## config.mk

```make
export PLATFORM = sky130hd
export DESIGN_NAME = acc_core
export DESIGN_NICKNAME = d
export VERILOG_FILES = /design/src/rtl/acc_core_pkg.sv /design/src/rtl/acc_ctrl.sv /design/src/rtl/acc_dpath.sv /design/src/rtl/acc_core.sv
export SDC_FILE = /design/constraint.sdc
export NUM_CORES = 1
export LEC_CHECK = 0
export ABC_CLOCK_PERIOD_IN_PS = 2500
export BUFFER_PORTS_ARGS = -buffer_cell sky130_fd_sc_hd__buf_2
export CAP_MARGIN = 20
export CORE_ASPECT_RATIO = 0.5
export CORE_UTILIZATION = 29
export DETAILED_ROUTE_END_ITERATION = 7
export PLACE_DENSITY_LB_ADDON = 0.2
export SYNTH_ARGS = -nofsm -noshare
export SYNTH_HDL_FRONTEND = slang
export SYNTH_SLANG_ARGS = --single-unit
```

## constraint.sdc

```tcl
create_clock -name clk -period 2.5 [get_ports clk]
set_input_delay 0.5 -clock clk [delete_from_list [all_inputs] [get_ports clk]]
set_output_delay 0.5 -clock clk [all_outputs]
set_load 0.1 [all_outputs]
```

## src/rtl/acc_core_pkg.sv

```systemverilog
package acc_core_pkg;
  typedef enum logic [3:0] {
    OP_NOP0 = 4'd0, OP_LDA = 4'd1, OP_CPR = 4'd2, OP_STR = 4'd3,
    OP_STA = 4'd4, OP_LDR = 4'd5, OP_LDA2 = 4'd6, OP_ADD = 4'd7,
    OP_OR = 4'd8, OP_AND = 4'd9, OP_NOT = 4'd10
  } opcode_e;

  typedef enum logic [2:0] {
    ACC_IN, ACC_ADD, ACC_OR, ACC_AND, ACC_NOT
  } accSrc_e;

  typedef struct packed {
    logic    accWe;
    accSrc_e accSrc;
    logic    regWe;
    logic    regFromIn;
    logic    outWe;
    logic    outFromAcc;
  } ctrl_t;
endpackage

```

## src/rtl/acc_ctrl.sv

```systemverilog
module acc_ctrl
  import acc_core_pkg::*;
(
  input  logic [3:0] opcode,
  output ctrl_t      ctrl
);
  always_comb begin
    ctrl = '{accWe: 1'b0, accSrc: ACC_IN, regWe: 1'b0,
             regFromIn: 1'b0, outWe: 1'b0, outFromAcc: 1'b0};
    case (opcode)
      4'd1, 4'd6: begin ctrl.accWe = 1'b1; ctrl.accSrc = ACC_IN; end
      4'd2:       ctrl.regWe = 1'b1;
      4'd5:       begin ctrl.regWe = 1'b1; ctrl.regFromIn = 1'b1; end
      4'd3:       ctrl.outWe = 1'b1;
      4'd4:       begin ctrl.outWe = 1'b1; ctrl.outFromAcc = 1'b1; end
      4'd7:       begin ctrl.accWe = 1'b1; ctrl.accSrc = ACC_ADD; end
      4'd8:       begin ctrl.accWe = 1'b1; ctrl.accSrc = ACC_OR; end
      4'd9:       begin ctrl.accWe = 1'b1; ctrl.accSrc = ACC_AND; end
      4'd10:      begin ctrl.accWe = 1'b1; ctrl.accSrc = ACC_NOT; end
      default:    ;
    endcase
  end
endmodule

```

## src/rtl/acc_dpath.sv

```systemverilog
module acc_dpath
  import acc_core_pkg::*;
#(
  parameter int WIDTH = 8
) (
  input  logic             clk,
  input  logic             rstN,
  input  ctrl_t            ctrl,
  input  logic [WIDTH-1:0] dataIn,
  output logic [WIDTH-1:0] dataOut
);
  logic [WIDTH-1:0] accQ, regQ, accNext;

  always_comb begin
    case (ctrl.accSrc)
      ACC_ADD: accNext = accQ + regQ;
      ACC_OR:  accNext = accQ | regQ;
      ACC_AND: accNext = accQ & regQ;
      ACC_NOT: accNext = ~accQ;
      default: accNext = dataIn;
    endcase
  end

  always_ff @(posedge clk) begin
    if (!rstN) begin
      accQ    <= '0;
      regQ    <= '0;
      dataOut <= '0;
    end else begin
      if (ctrl.accWe) accQ <= accNext;
      if (ctrl.regWe) regQ <= ctrl.regFromIn ? dataIn : accQ;
      if (ctrl.outWe) dataOut <= ctrl.outFromAcc ? accQ : regQ;
    end
  end
endmodule

```

## src/rtl/acc_core.sv

```systemverilog
module acc_core
  import acc_core_pkg::*;
#(
  parameter int WIDTH = 8
) (
  input  logic             clk,
  input  logic             rstN,
  input  logic [3:0]       opcode,
  input  logic [WIDTH-1:0] dataIn,
  output logic [WIDTH-1:0] dataOut
);
  ctrl_t ctrl;

  acc_ctrl u_ctrl (.opcode(opcode), .ctrl(ctrl));

  acc_dpath #(.WIDTH(WIDTH)) u_dpath (
    .clk(clk), .rstN(rstN), .ctrl(ctrl), .dataIn(dataIn), .dataOut(dataOut)
  );
endmodule

```

; ---- Word level (Yosys, flattened, before mapping)
; Cells that the tools add are included.
; Widths: inputs -> output; s select.
[op_classes]
n_addsub = 1
n_eq_ne = 14
muxes = 8
bitwise = 3
n_reduce_logical = 3
[op_table]
columns = operator, count
row1 = $pmux 8 s4, 1
row2 = $pmux 4 s5, 1
row3 = $eq 4x3->1 const B, 4
row4 = $mux 8, 2
row5 = $eq 4x4->1 const B, 3
row6 = $add 8x8->8, 1
row7 = $and 8x8->8, 1
row8 = $eq 4x2->1 const B, 2
row9 = $not 8->8, 1
row10 = $or 8x8->8, 1
row11 = $eq 3x2->1 const B, 2
row12 = $reduce_or 2->1, 3
row13 = $eq 4x1->1 const B, 1
row14 = $mux 1, 4
row15 = $eq 3x1->1 const B, 1
row16 = $eq 3x3->1 const B, 1
[word_totals]
reg_bits = 24
inputBits = 14
out_inout_bits = 8
elab_cells = 32

; ---- Logic depth before layout (Yosys ltp)
; Gate-level depths: netlist of run 1.
[logic_depth]
ltp_word = 5
ltp_mapped = 7
mapped_depth_nobuf = 7

; ---- By module
; From an unflattened synthesis of run 1, not the netlist that was laid out.
[hier_totals]
cells_unflattened = 252
hier_area_um2 = 1979.4
[modules_own_cells]
columns = module, instances, cells_per_inst, area_per_inst_um2, seq_area_each_um2
row1 = acc_dpath, 1, 232, 1846.8, 480.5
row2 = acc_ctrl, 1, 20, 132.6, 0.0

; ---- Worst setup path before layout of run 1
; OpenSTA, ideal clock, no wires.
[synth_path]
path_type = register -> register
startpoint = register u_dpath.accQ[0]
endpoint = register u_dpath.accQ[6]
setup_ns = 0.116
t_arrival_ns = 1.790
required_time_ns = 2.384
slack_ns = 0.593
path_stages_with_launch = 8
path_buffers = 0
synth_period_minus_slack_ns = 1.907
path_cell_list = dfxtp_1 ha_1 fa_1 a211oi_1 o21bai_1 a21oi_1 o22ai_1 a41o_1
[synth_between]
elab_chain_cells = 2
[synth_rtl]
columns = item, line
row1 = "start, declared", acc_dpath.sv:12  ; logic [WIDTH-1:0] accQ, regQ, accNext;
row2 = "start signal, assigned", acc_dpath.sv:30  ; if (ctrl.accWe) accQ <= accNext;
row3 = $add 8x8->8, acc_dpath.sv:16  ; ACC_ADD: accNext = accQ + regQ;
row4 = $pmux 8 s4, acc_dpath.sv:15  ; case (ctrl.accSrc)
; Every way passes these cells.
; A chain may end at the register's enable or synchronous reset.

; ---- Worst setup path in the final report of run 1
[layout_path]
startpoint = register u_dpath.accQ[1]
endpoint = register u_dpath.accQ[7]
; Same word-level chain as after synthesis.

==> results of run 1 <==
-- state kept, by name, indices dropped and copies added, names as in the netlist --
name / cells
u_dpath.accQ: 8
u_dpath.dataOut: 8
u_dpath.regQ: 8
-- where the power goes --
part           internal [mW]  switching (mW)
combinational         0.0988           0.166
clock                  0.245           0.155
sequential             0.404          0.0241
total                  0.749           0.345
-- worst max-delay path, delay by kind of cell, from the launching register on --
family          cells  cell delay (ns)
compound gates      4             1.09
flops               1             0.47
fa+ha+maj           1             0.30
mux                 1             0.11
buf+inv             1             0.09
-- per-stage QoR --
step           cell area, µm²  hold WS, ns
6_report                 2231       0.5038
4_1_cts                  2231       0.5011
3_5_place_dp             2142       0.5218
2_1_floorplan            1929       0.4841
3_3_place_gp             2142       0.5149
5_1_grt                  2231       0.5087
-- cell usage after synthesis, types with 2 or more instances --
master / n
a21o_1: 4
o21ai_0: 8
inv_1: 18
o22ai_1: 4
ha_1: 16
a31oi_1: 2
and2b_1: 2
o211ai_1: 4
a211oi_1: 10
a211oi_2: 6
mux2_2: 3
a21oi_1: 16
nand2b_1: 4
o221ai_1: 3
o2bb2ai_1: 3
dfxtp_1: 24
nand2_1: 21
mux2i_1: 10
nor2_1: 26
buf_2: 5
xnor2_1: 2
buf_4: 4
nor2b_1: 3
clkbuf_1: 5
a221oi_1: 5
-- layout make-up --
| cell class | count | area share |
|---|---|---|
| inverters | 18 | 0.03029 |
| well taps | 88 | 0.04936 |
| flip-flops and latches | 24 | 0.2154 |
| clock buffers | 4 | 0.03982 |
| repair buffers | 32 | 0.08413 |
| multi-input cells | 177 | 0.5810 |
-- cells by family after synthesis --
logic type,after synthesis,share of synthesized area
compound gates,78,0.2990
flops,24,0.2490
fa+ha+maj,17,0.1141
buf+inv,33,0.07911
xor+xnor,3,0.01362
simple gates,66,0.1757
mux,13,0.06939
-- metal layers --
layer | vias up | routed length (µm) | GRT usage
met2 | 49 | 2139 | 0.2392
met1 | 803 | 2721 | 0.2190
met5 | - | 0 | 0
li1 | 887 | - | -
met4 | 0 | 96 | 0.07421
met3 | 9 | 280 | 0.03053
-- worst paths after layout --
check | start | cells past startpoint | end
hold reg to reg | u_dpath.accQ[0]$_SDFFE_PN0N_ | 2 | u_dpath.accQ[0]$_SDFFE_PN0N_
setup / recovery | u_dpath.accQ[1]$_SDFFE_PN0N_ | 7 | u_dpath.accQ[7]$_SDFFE_PN0N_
hold / removal | rstN | 2 | u_dpath.accQ[7]$_SDFFE_PN0N_
setup reg to reg | u_dpath.accQ[1]$_SDFFE_PN0N_ | 7 | u_dpath.accQ[7]$_SDFFE_PN0N_
==> summary.txt, run 1 <==
Cells and area
  • Commonest non-fill, non-tap cells in the layout: nor2_1, dfxtp_1, nand2_1, buf_2, inv_1
  • Layout cells sized above 1: 0.1961
  • Reg area: 480.5 µm²
  • Fill cells: 653
  • N_diodes: 0
  • Commonest non-fill, non-tap cell in the layout: nor2_1
  • Nets@finish: 287
  • Post-route insts no fill: 343
  • Core Util, Final: 0.3580
  • Area occupied by multi-input gates: 1296 µm²
  • Area delta synth->final: 15.63%

Timing
  • Tcrit/Tclk final: 0.8713
  • Slew HR: 0.6103
  • RSZ-0062 raised after global routing: no
  • Final setup viols: 0
  • Fmax achieved: 459.1 MHz
  • Skew final: 0.004759 ns
  • Final slew viol count: 0
  • Hold Vio Cnt, Final: 0
  • Final TNS setup: 0 ns
  • Worst slew pin tran: 0.5833 ns
  • Fin worst setup slack: 0.3217 ns
  • Final min period: 2.178 ns

GRT
  • Largest net degree at the start of global routing: 21
  • Initial antenna violation count: 0
  • Vias in the first global route: 1657
  • First-pass GRT wire length: 8507 µm
  • Overall routing resource usage: 0.1581
  • Remaining global-route overflow: 0

Yosys
  • Synthesized instance count: 234
  • Synth Register Bits: 24
  • Area of the mapped netlist: 1929 µm²
  • Syn_area_per_cell: 8.245 µm²
  • Area leader, netlist: dfxtp_1
  • Ys flop type: dfxtp_1
  • Async SR Flop Fraction: 0
  • Post-synth EDFFs: 0
  • Synth warn: 0
  • Synthesized Nets: 265
  • Share of the synthesized area in the top cell type: 0.2490
  • Sequential element share of the synthesized area: 0.2490
  • Top cells by area, synth: dfxtp_1, ha_1, mux2i_1, nor2_1, a21oi_1
  • Post-synthesis cell type count: 51

Place
  • Placed cell count: 339
  • Port Buffers: 21
  • GPL Wtd Cong: 0.8312
  • Dpl ws: 0.2886 ns
  • DP Wirelength: 3822 µm

Status
  • Status: complete, no violations

Clock tree
  • Clock latency on the worst-skew pair: 0.27 ns
  • Num CTS Buffers: 3
  • CTS tree: built
  • Cell at the root of the clock tree: clkbuf_16
  • H-tree depth: 1
  • CTS max path bufs: 2
  • Clock slew at reported path FFs: 0.07 ns
  • Gates resized, CTS repair: 0
  • CTS Sinks: 24
  • # Post-CTS Setup Buffers: 0
  • Hold buffer count at CTS: 0

Setup path
  • R2R Setup Slk: 0.32 ns
  • CP max stage cell: dfxtp_1
  • Required time of the critical path: 2.66 ns
  • Crit path kind: reg2reg
  • Startpoint types: flop
  • CP arrival: 2.34 ns
  • Setup crit end kind: flop
  • Critical-path cell list: inv_1, ha_1, a211oi_1, o21ai_0, a31oi_1, mux2i_1, o31a_1
  • Max incr delay on CP: 0.47 ns
  • Crit path max fanout: 6

Routing
  • Vias per std cell: 5.096
  • Routed Antenna Nets: 0
  • Routed Wire Length: 5238 µm
  • Drc violations: 0
  • First-pass iteration count of the detailed router: 4
  • Total number of vias: 1748
  • First DRT Iteration DRCs: 121
  • Routed WL per cell: 15.27 µm

Die
  • Placement Rows: 20
  • Die Wd: 117.4 µm
  • Core area: 6231 µm²
  • Starting Density: 0.3096
  • Top Ports: 22
  • Die area: 7003 µm²
  • Die height: 59.68 µm

Power and ir drop
  • Tot Pwr: 1.093 mW
  • PD cells: 490.1 nW/µm²
  • Leakage: 0.9307 nW
  • Worst IR drop on VDD: 0.1762 mV

Worst hold path
  • Hold WC Path Type: in2reg

Run
  • Max Cap Viol: 0
Note: power is estimated with default switching activity, not from simulation.
==> inputs of run 2 (changes only) <==
Settings changed: REMOVE_ABC_BUFFERS set to 1.
==> run 2 against run 1 <==
  * Non-clock buffer count is the same
  * Sequential share of layout area shrank 0.16 points
  * Setup slack worse by 0.074 ns
  * Clock power rose by 17%
  * Wire length increased by 0.19%
  * Sequential power barely moved
  * Largest power group is now clock
  * Highest routed layer unchanged
==> summary.txt, run 2 (same netlist as run 1, synthesis figures left out) <==
GRT
  • Initial antenna violation count: 0 (unchanged)
  • Overall routing resource usage: 0.1529 (was 0.1581)
  • Largest net degree at the start of global routing: 18 (was 21)
  • Remaining global-route overflow: 0 (unchanged)
  • Vias in the first global route: 1559 (was 1657)
  • First-pass GRT wire length: 8162 µm (was 8507 µm)

Setup path
  • Crit path kind: reg2reg (unchanged)
  • Critical-path cell list: ha_1, fa_1, a211oi_1, o21bai_1, a21oi_1, o22ai_1, a41o_1 (was inv_1, ha_1, a211oi_1, o21ai_0, a31oi_1, mux2i_1, o31a_1)
  • Max incr delay on CP: 0.44 ns (was 0.47 ns)
  • Setup crit end kind: flop (unchanged)
  • Buf/Inv on CP: 0 (was 1)
  • Startpoint types: flop (unchanged)
  • Top Family by Delay on Critical Path: compound AO/OA/AOI/OAI gates (unchanged)
  • CP arrival: 2.41 ns (was 2.34 ns)
  • Required time of the critical path: 2.66 ns (about the same)
  • CP max stage cell: fa_1 (was dfxtp_1)
  • Crit path max fanout: 6 (unchanged)

Clock tree
  • Cell at the root of the clock tree: clkbuf_16 (unchanged)
  • # Post-CTS Setup Buffers: 0 (unchanged)
  • H-tree depth: 1 (unchanged)
  • Clock slew at reported path FFs: 0.07 ns (about the same)
  • Clock latency on the worst-skew pair: 0.26 ns (was 0.27 ns)
  • CTS Sinks: 24 (unchanged)
  • CTS max path bufs: 2 (unchanged)
  • Hold buffer count at CTS: 0 (unchanged)
  • Num CTS Buffers: 3 (unchanged)
  • CTS tree: built (unchanged)
  • Gates resized, CTS repair: 0 (unchanged)

Routing
  • Vias per std cell: 5.038 (was 5.096)
  • First DRT Iteration DRCs: 68 (was 121)
  • Routed Antenna Nets: 0 (unchanged)
  • First-pass iteration count of the detailed router: 4 (unchanged)
  • Routed Wire Length: 5248 µm (was 5238 µm)
  • Routed WL per cell: 15.30 µm (was 15.27 µm)
  • Total number of vias: 1728 (was 1748)
  • Drc violations: 0 (unchanged)

Timing
  • Fmax achieved: 443.9 MHz (was 459.1 MHz)
  • Final min period: 2.253 ns (was 2.178 ns)
  • Tcrit/Tclk final: 0.9011 (was 0.8713)
  • Final setup viols: 0 (unchanged)
  • Worst slew pin tran: 0.6275 ns (was 0.5833 ns)
  • Final TNS setup: 0 ns (unchanged)
  • Skew final: 0.003559 ns (was 0.004759 ns)
  • Hold Vio Cnt, Final: 0 (unchanged)
  • Slew HR: 0.5808 (was 0.6103)
  • Final slew viol count: 0 (unchanged)
  • RSZ-0062 raised after global routing: no (unchanged)

Cells and area
  • Commonest non-fill, non-tap cells in the layout: nor2_1, dfxtp_1, nand2_1, buf_2, inv_1 (unchanged)
  • Core Util, Final: 0.3606 (was 0.3580)
  • Nets@finish: 287 (unchanged)
  • Commonest non-fill, non-tap cell in the layout: nor2_1 (unchanged)
  • N_diodes: 0 (unchanged)
  • Largest regs: u_dpath.accQ (8), u_dpath.dataOut (8), u_dpath.regQ (8) (unchanged)
  • Layout cells sized above 1: 0.1961 (unchanged)
  • Area delta synth->final: 16.47% (was 15.63%)

Die
  • Core area: 6231 µm² (unchanged)
  • Placement Rows: 20 (unchanged)
  • Die height: 59.68 µm (unchanged)
  • Starting Density: 0.3096 (unchanged)
  • Die Wd: 117.4 µm (unchanged)
  • Top Ports: 22 (unchanged)
  • Die area: 7003 µm² (unchanged)

Power and ir drop
  • Worst IR drop on VDD: 0.2695 mV (was 0.1762 mV)
  • PD cells: 516.9 nW/µm² (was 490.1 nW/µm²)
  • Leakage: 0.9371 nW (was 0.9307 nW)

Place
  • GPL Wtd Cong: 0.9060 (was 0.8312)
  • DP Wirelength: 3822 µm (about the same)
  • Port Buffers: 21 (unchanged)

Status
  • Status: complete, no violations (unchanged)

Run
  • Max Cap Viol: 0 (unchanged)

Worst hold path
  • Hold WC Path Type: in2reg (unchanged)
-- run 2: cell count changes in the layout (fill, tap and decap cells not counted), sizes merged --
cell,change
clkbuf,-1
bufinv,+1
-- run 2: layout make-up --
type | instances | area [µm²]
tap | 88 | 110.1
clock inverter | 1 | 30.03
clock buffer | 3 | 75.07
sequential | 24 | 480.5
fill | 639 | 3984
inverter | 18 | 67.56
multi-input combinational | 177 | 1296
timing repair buffer | 32 | 187.7
-- run 2: layer usage --
metal  GRT usage  part of all wire  up-vias
met1      0.2235              0.53      790
met5           0                 0        -
li1            -                 -      886
met3     0.02767             0.054        4
met2      0.2342              0.40       48
met4     0.03154            0.0088        0
-- run 2: path summary, 6_finish.rpt --
path                                        to  cells past startpoint                         start  slack [ns]
hold reg to reg   u_dpath.accQ[2]$_SDFFE_PN0N_                      2  u_dpath.accQ[2]$_SDFFE_PN0N_        0.53
setup reg to reg  u_dpath.accQ[6]$_SDFFE_PN0N_                      7  u_dpath.accQ[0]$_SDFFE_PN0N_        0.25
setup / recovery  u_dpath.accQ[6]$_SDFFE_PN0N_                      7  u_dpath.accQ[0]$_SDFFE_PN0N_        0.25
hold / removal    u_dpath.accQ[7]$_SDFFE_PN0N_                      2                          rstN        0.50
-- run 2: per-stage QoR --
| step | setup WS, ns | cell area [µm²] | total power [mW] | hold slack, ns | std cells |
|---|---|---|---|---|---|
| finish | 0.2473 | 2247 | 1.162 | 0.5019 | 343 |
| global route | 0.1499 | 2247 | 1.223 | 0.4911 | 343 |
| CTS | 0.2979 | 2247 | 1.174 | 0.4957 | 343 |
| detailed placement | 0.2982 | 2142 | 0.6984 | 0.5223 | 339 |
| global placement | 0.3611 | 2142 | 0.6969 | 0.5134 | 339 |
| floorplan | 0.5934 | 1844 | 0.6132 | 0.4841 | 219 |
-- run 2: where the power goes --
| group | internal (mW) | total, mW | switching (mW) |
|---|---|---|---|
| registers | 0.404 | 0.427 | 0.0228 |
| logic | 0.0994 | 0.265 | 0.165 |
| clock network | 0.319 | 0.470 | 0.151 |
| total | 0.822 | 1.16 | 0.339 |
==> inputs of run 3 (changes only) <==
Settings changed: BUFFER_PORTS_ARGS -buffer_cell sky130_fd_sc_hd__buf_2 to -buffer_cell sky130_fd_sc_hd__buf_4, CORE_MARGIN set to 1.
==> run 3 against run 2 <==
  * First-iteration DRC count up 120%
  * Critical path depth unchanged
  * Clock power up 2%
  * Clock-buffer cell count unchanged
  * Sequential power about the same
  * Via count up 1.3%
  * Setup slack better by 0.14 ns
  * Global-route usage up 0.59 points
  * Utilization up 0.48 points
  * Power up 1.6%
  * Sequential share of layout area down 0.28 points
  * Highest routed layer unchanged
==> summary.txt, run 3 (same netlist as run 1, synthesis figures left out) <==
Timing
  • Worst slew pin tran: 0.6631 ns (was 0.6275 ns)
  • Final setup viols: 0 (unchanged)
  • Slew HR: 0.5570 (was 0.5808)
  • Hold Vio Cnt, Final: 0 (unchanged)
  • Skew final: 0.006492 ns (was 0.003559 ns)
  • Tcrit/Tclk final: 0.8467 (was 0.9011)
  • RSZ-0062 raised after global routing: no (unchanged)
  • Final slew viol count: 0 (unchanged)
  • Final TNS setup: 0 ns (unchanged)
  • Hold WS: 0.4884 ns (was 0.5019 ns)
  • Fmax achieved: 472.4 MHz (was 443.9 MHz)
  • Final min period: 2.117 ns (was 2.253 ns)

Die
  • Die area: 7003 µm² (unchanged)
  • Placement Rows: 20 (unchanged)
  • Top Ports: 22 (unchanged)
  • Die Wd: 117.4 µm (unchanged)
  • Die height: 59.68 µm (unchanged)
  • Starting Density: 0.3096 (unchanged)
  • Core area: 6231 µm² (unchanged)

Setup path
  • CP arrival: 2.27 ns (was 2.41 ns)
  • Buf/Inv on CP: 1 (was 0)
  • CP max stage cell: dfxtp_1 (was fa_1)
  • Top Family by Delay on Critical Path: compound AO/OA/AOI/OAI gates (unchanged)
  • Setup crit end kind: flop (unchanged)
  • Critical-path cell list: inv_1, ha_1, a211oi_1, o21ai_0, a31oi_1, mux2i_1, o31a_1 (was ha_1, fa_1, a211oi_1, o21bai_1, a21oi_1, o22ai_1, a41o_1)
  • Crit path kind: reg2reg (unchanged)
  • Max incr delay on CP: 0.46 ns (was 0.44 ns)
  • Crit path max fanout: 6 (unchanged)
  • Startpoint types: flop (unchanged)
  • Required time of the critical path: 2.66 ns (about the same)

Clock tree
  • Hold buffer count at CTS: 0 (unchanged)
  • Clock latency on the worst-skew pair: 0.27 ns (was 0.26 ns)
  • CTS tree: built (unchanged)
  • CTS max path bufs: 2 (unchanged)
  • Clock slew at reported path FFs: 0.07 ns (about the same)
  • # Post-CTS Setup Buffers: 0 (unchanged)
  • CTS Sinks: 24 (unchanged)
  • Gates resized, CTS repair: 0 (unchanged)
  • Num CTS Buffers: 3 (unchanged)
  • Cell at the root of the clock tree: clkbuf_16 (unchanged)
  • H-tree depth: 1 (unchanged)

GRT
  • Largest net degree at the start of global routing: 27 (was 18)
  • First-pass GRT wire length: 8514 µm (was 8162 µm)
  • Initial antenna violation count: 0 (unchanged)
  • Overall routing resource usage: 0.1588 (was 0.1529)
  • Remaining global-route overflow: 0 (unchanged)
  • Vias in the first global route: 1573 (was 1559)

Run
  • Max Cap Viol: 0 (unchanged)

Place
  • GPL Wtd Cong: 0.8406 (was 0.9060)
  • Port Buffers: 21 (unchanged)
  • DP Wirelength: 3754 µm (was 3822 µm)

Cells and area
  • Area delta synth->final: 18.03% (was 16.47%)
  • Commonest non-fill, non-tap cells in the layout: buf_4, nor2_1, dfxtp_1 (was nor2_1, dfxtp_1, nand2_1, buf_2, inv_1)
  • N_diodes: 0 (unchanged)
  • Largest regs: u_dpath.accQ (8), u_dpath.dataOut (8), u_dpath.regQ (8) (unchanged)
  • Nets@finish: 284 (was 287)
  • Commonest non-fill, non-tap cell in the layout: buf_4 (was nor2_1)
  • Layout cells sized above 1: 0.1865 (was 0.1961)

Worst hold path
  • Hold WC Path Type: in2reg (unchanged)

Routing
  • First-pass iteration count of the detailed router: 4 (unchanged)
  • Routed Antenna Nets: 0 (unchanged)
  • First DRT Iteration DRCs: 151 (was 68)
  • Routed WL per cell: 15.57 µm (was 15.30 µm)
  • Vias per std cell: 5.147 (was 5.038)
  • Total number of vias: 1750 (was 1728)
  • Drc violations: 0 (unchanged)
  • Routed Wire Length: 5295 µm (was 5248 µm)

Power and ir drop
  • Tot Pwr: 1.180 mW (was 1.162 mW)
  • Worst IR drop on VDD: 0.2337 mV (was 0.2695 mV)
  • Leakage: 0.9343 nW (was 0.9371 nW)
  • PD cells: 518.1 nW/µm² (was 516.9 nW/µm²)

Status
  • Status: complete, no violations (unchanged)
-- run 3: worst reg2reg max path, delay by kind of cell, from the launching register on --
| kind | cells | cell delay [ns] |
|---|---|---|
| compound gates | 4 | 1.04 |
| fa+ha+maj | 1 | 0.31 |
| buf+inv | 1 | 0.09 |
| flops | 1 | 0.46 |
| mux | 1 | 0.11 |
-- run 3: report_power, final --
part	switching, mW	internal, mW
registers	0.0237	0.404
clock network	0.162	0.319
logic	0.165	0.105
total	0.351	0.829
-- run 3: worst paths after layout --
path | depth (start not counted) | startpoint | to | slack (ns)
setup / recovery | 7 | u_dpath.accQ[1]$_SDFFE_PN0N_ | u_dpath.accQ[7]$_SDFFE_PN0N_ | 0.38
hold / removal | 2 | rstN | u_dpath.accQ[7]$_SDFFE_PN0N_ | 0.49
setup reg to reg | 7 | u_dpath.accQ[1]$_SDFFE_PN0N_ | u_dpath.accQ[7]$_SDFFE_PN0N_ | 0.38
hold reg to reg | 2 | u_dpath.accQ[2]$_SDFFE_PN0N_ | u_dpath.accQ[2]$_SDFFE_PN0N_ | 0.53
-- run 3: stage by stage --
step / setup slack, ns / cell area, µm² / util / cells
after global routing: 0.2032 / 2277 / 0.3655 / 340
after global placement: 0.3693 / 2172 / 0.3486 / 336
after floorplan: 0.5934 / 1844 / - / 219
after detailed placement: 0.3503 / 2172 / 0.3486 / 336
final: 0.3833 / 2277 / 0.3655 / 340
after CTS: 0.3969 / 2277 / 0.3655 / 340
-- run 3: area by class of cell --
| cell class | instances | area, µm² |
|---|---|---|
| clock buffer | 3 | 75.07 |
| clock inverter | 1 | 30.03 |
| fill | 657 | 3954 |
| inverter | 18 | 67.56 |
| multi-input combinational | 177 | 1296 |
| sequential | 24 | 480.5 |
| tap | 88 | 110.1 |
| timing repair buffer | 29 | 217.7 |
-- run 3: routing by layer --
metal / share of wire / routed length, µm / up-vias / GRT usage
li1: - / - / 881 / -
met1: 0.52 / 2739 / 822 / 0.2278
met2: 0.42 / 2243 / 45 / 0.2536
met3: 0.057 / 301 / 2 / 0.02958
met4: 0.0019 / 10 / 0 / 0.02226
met5: 0 / 0 / - / 0
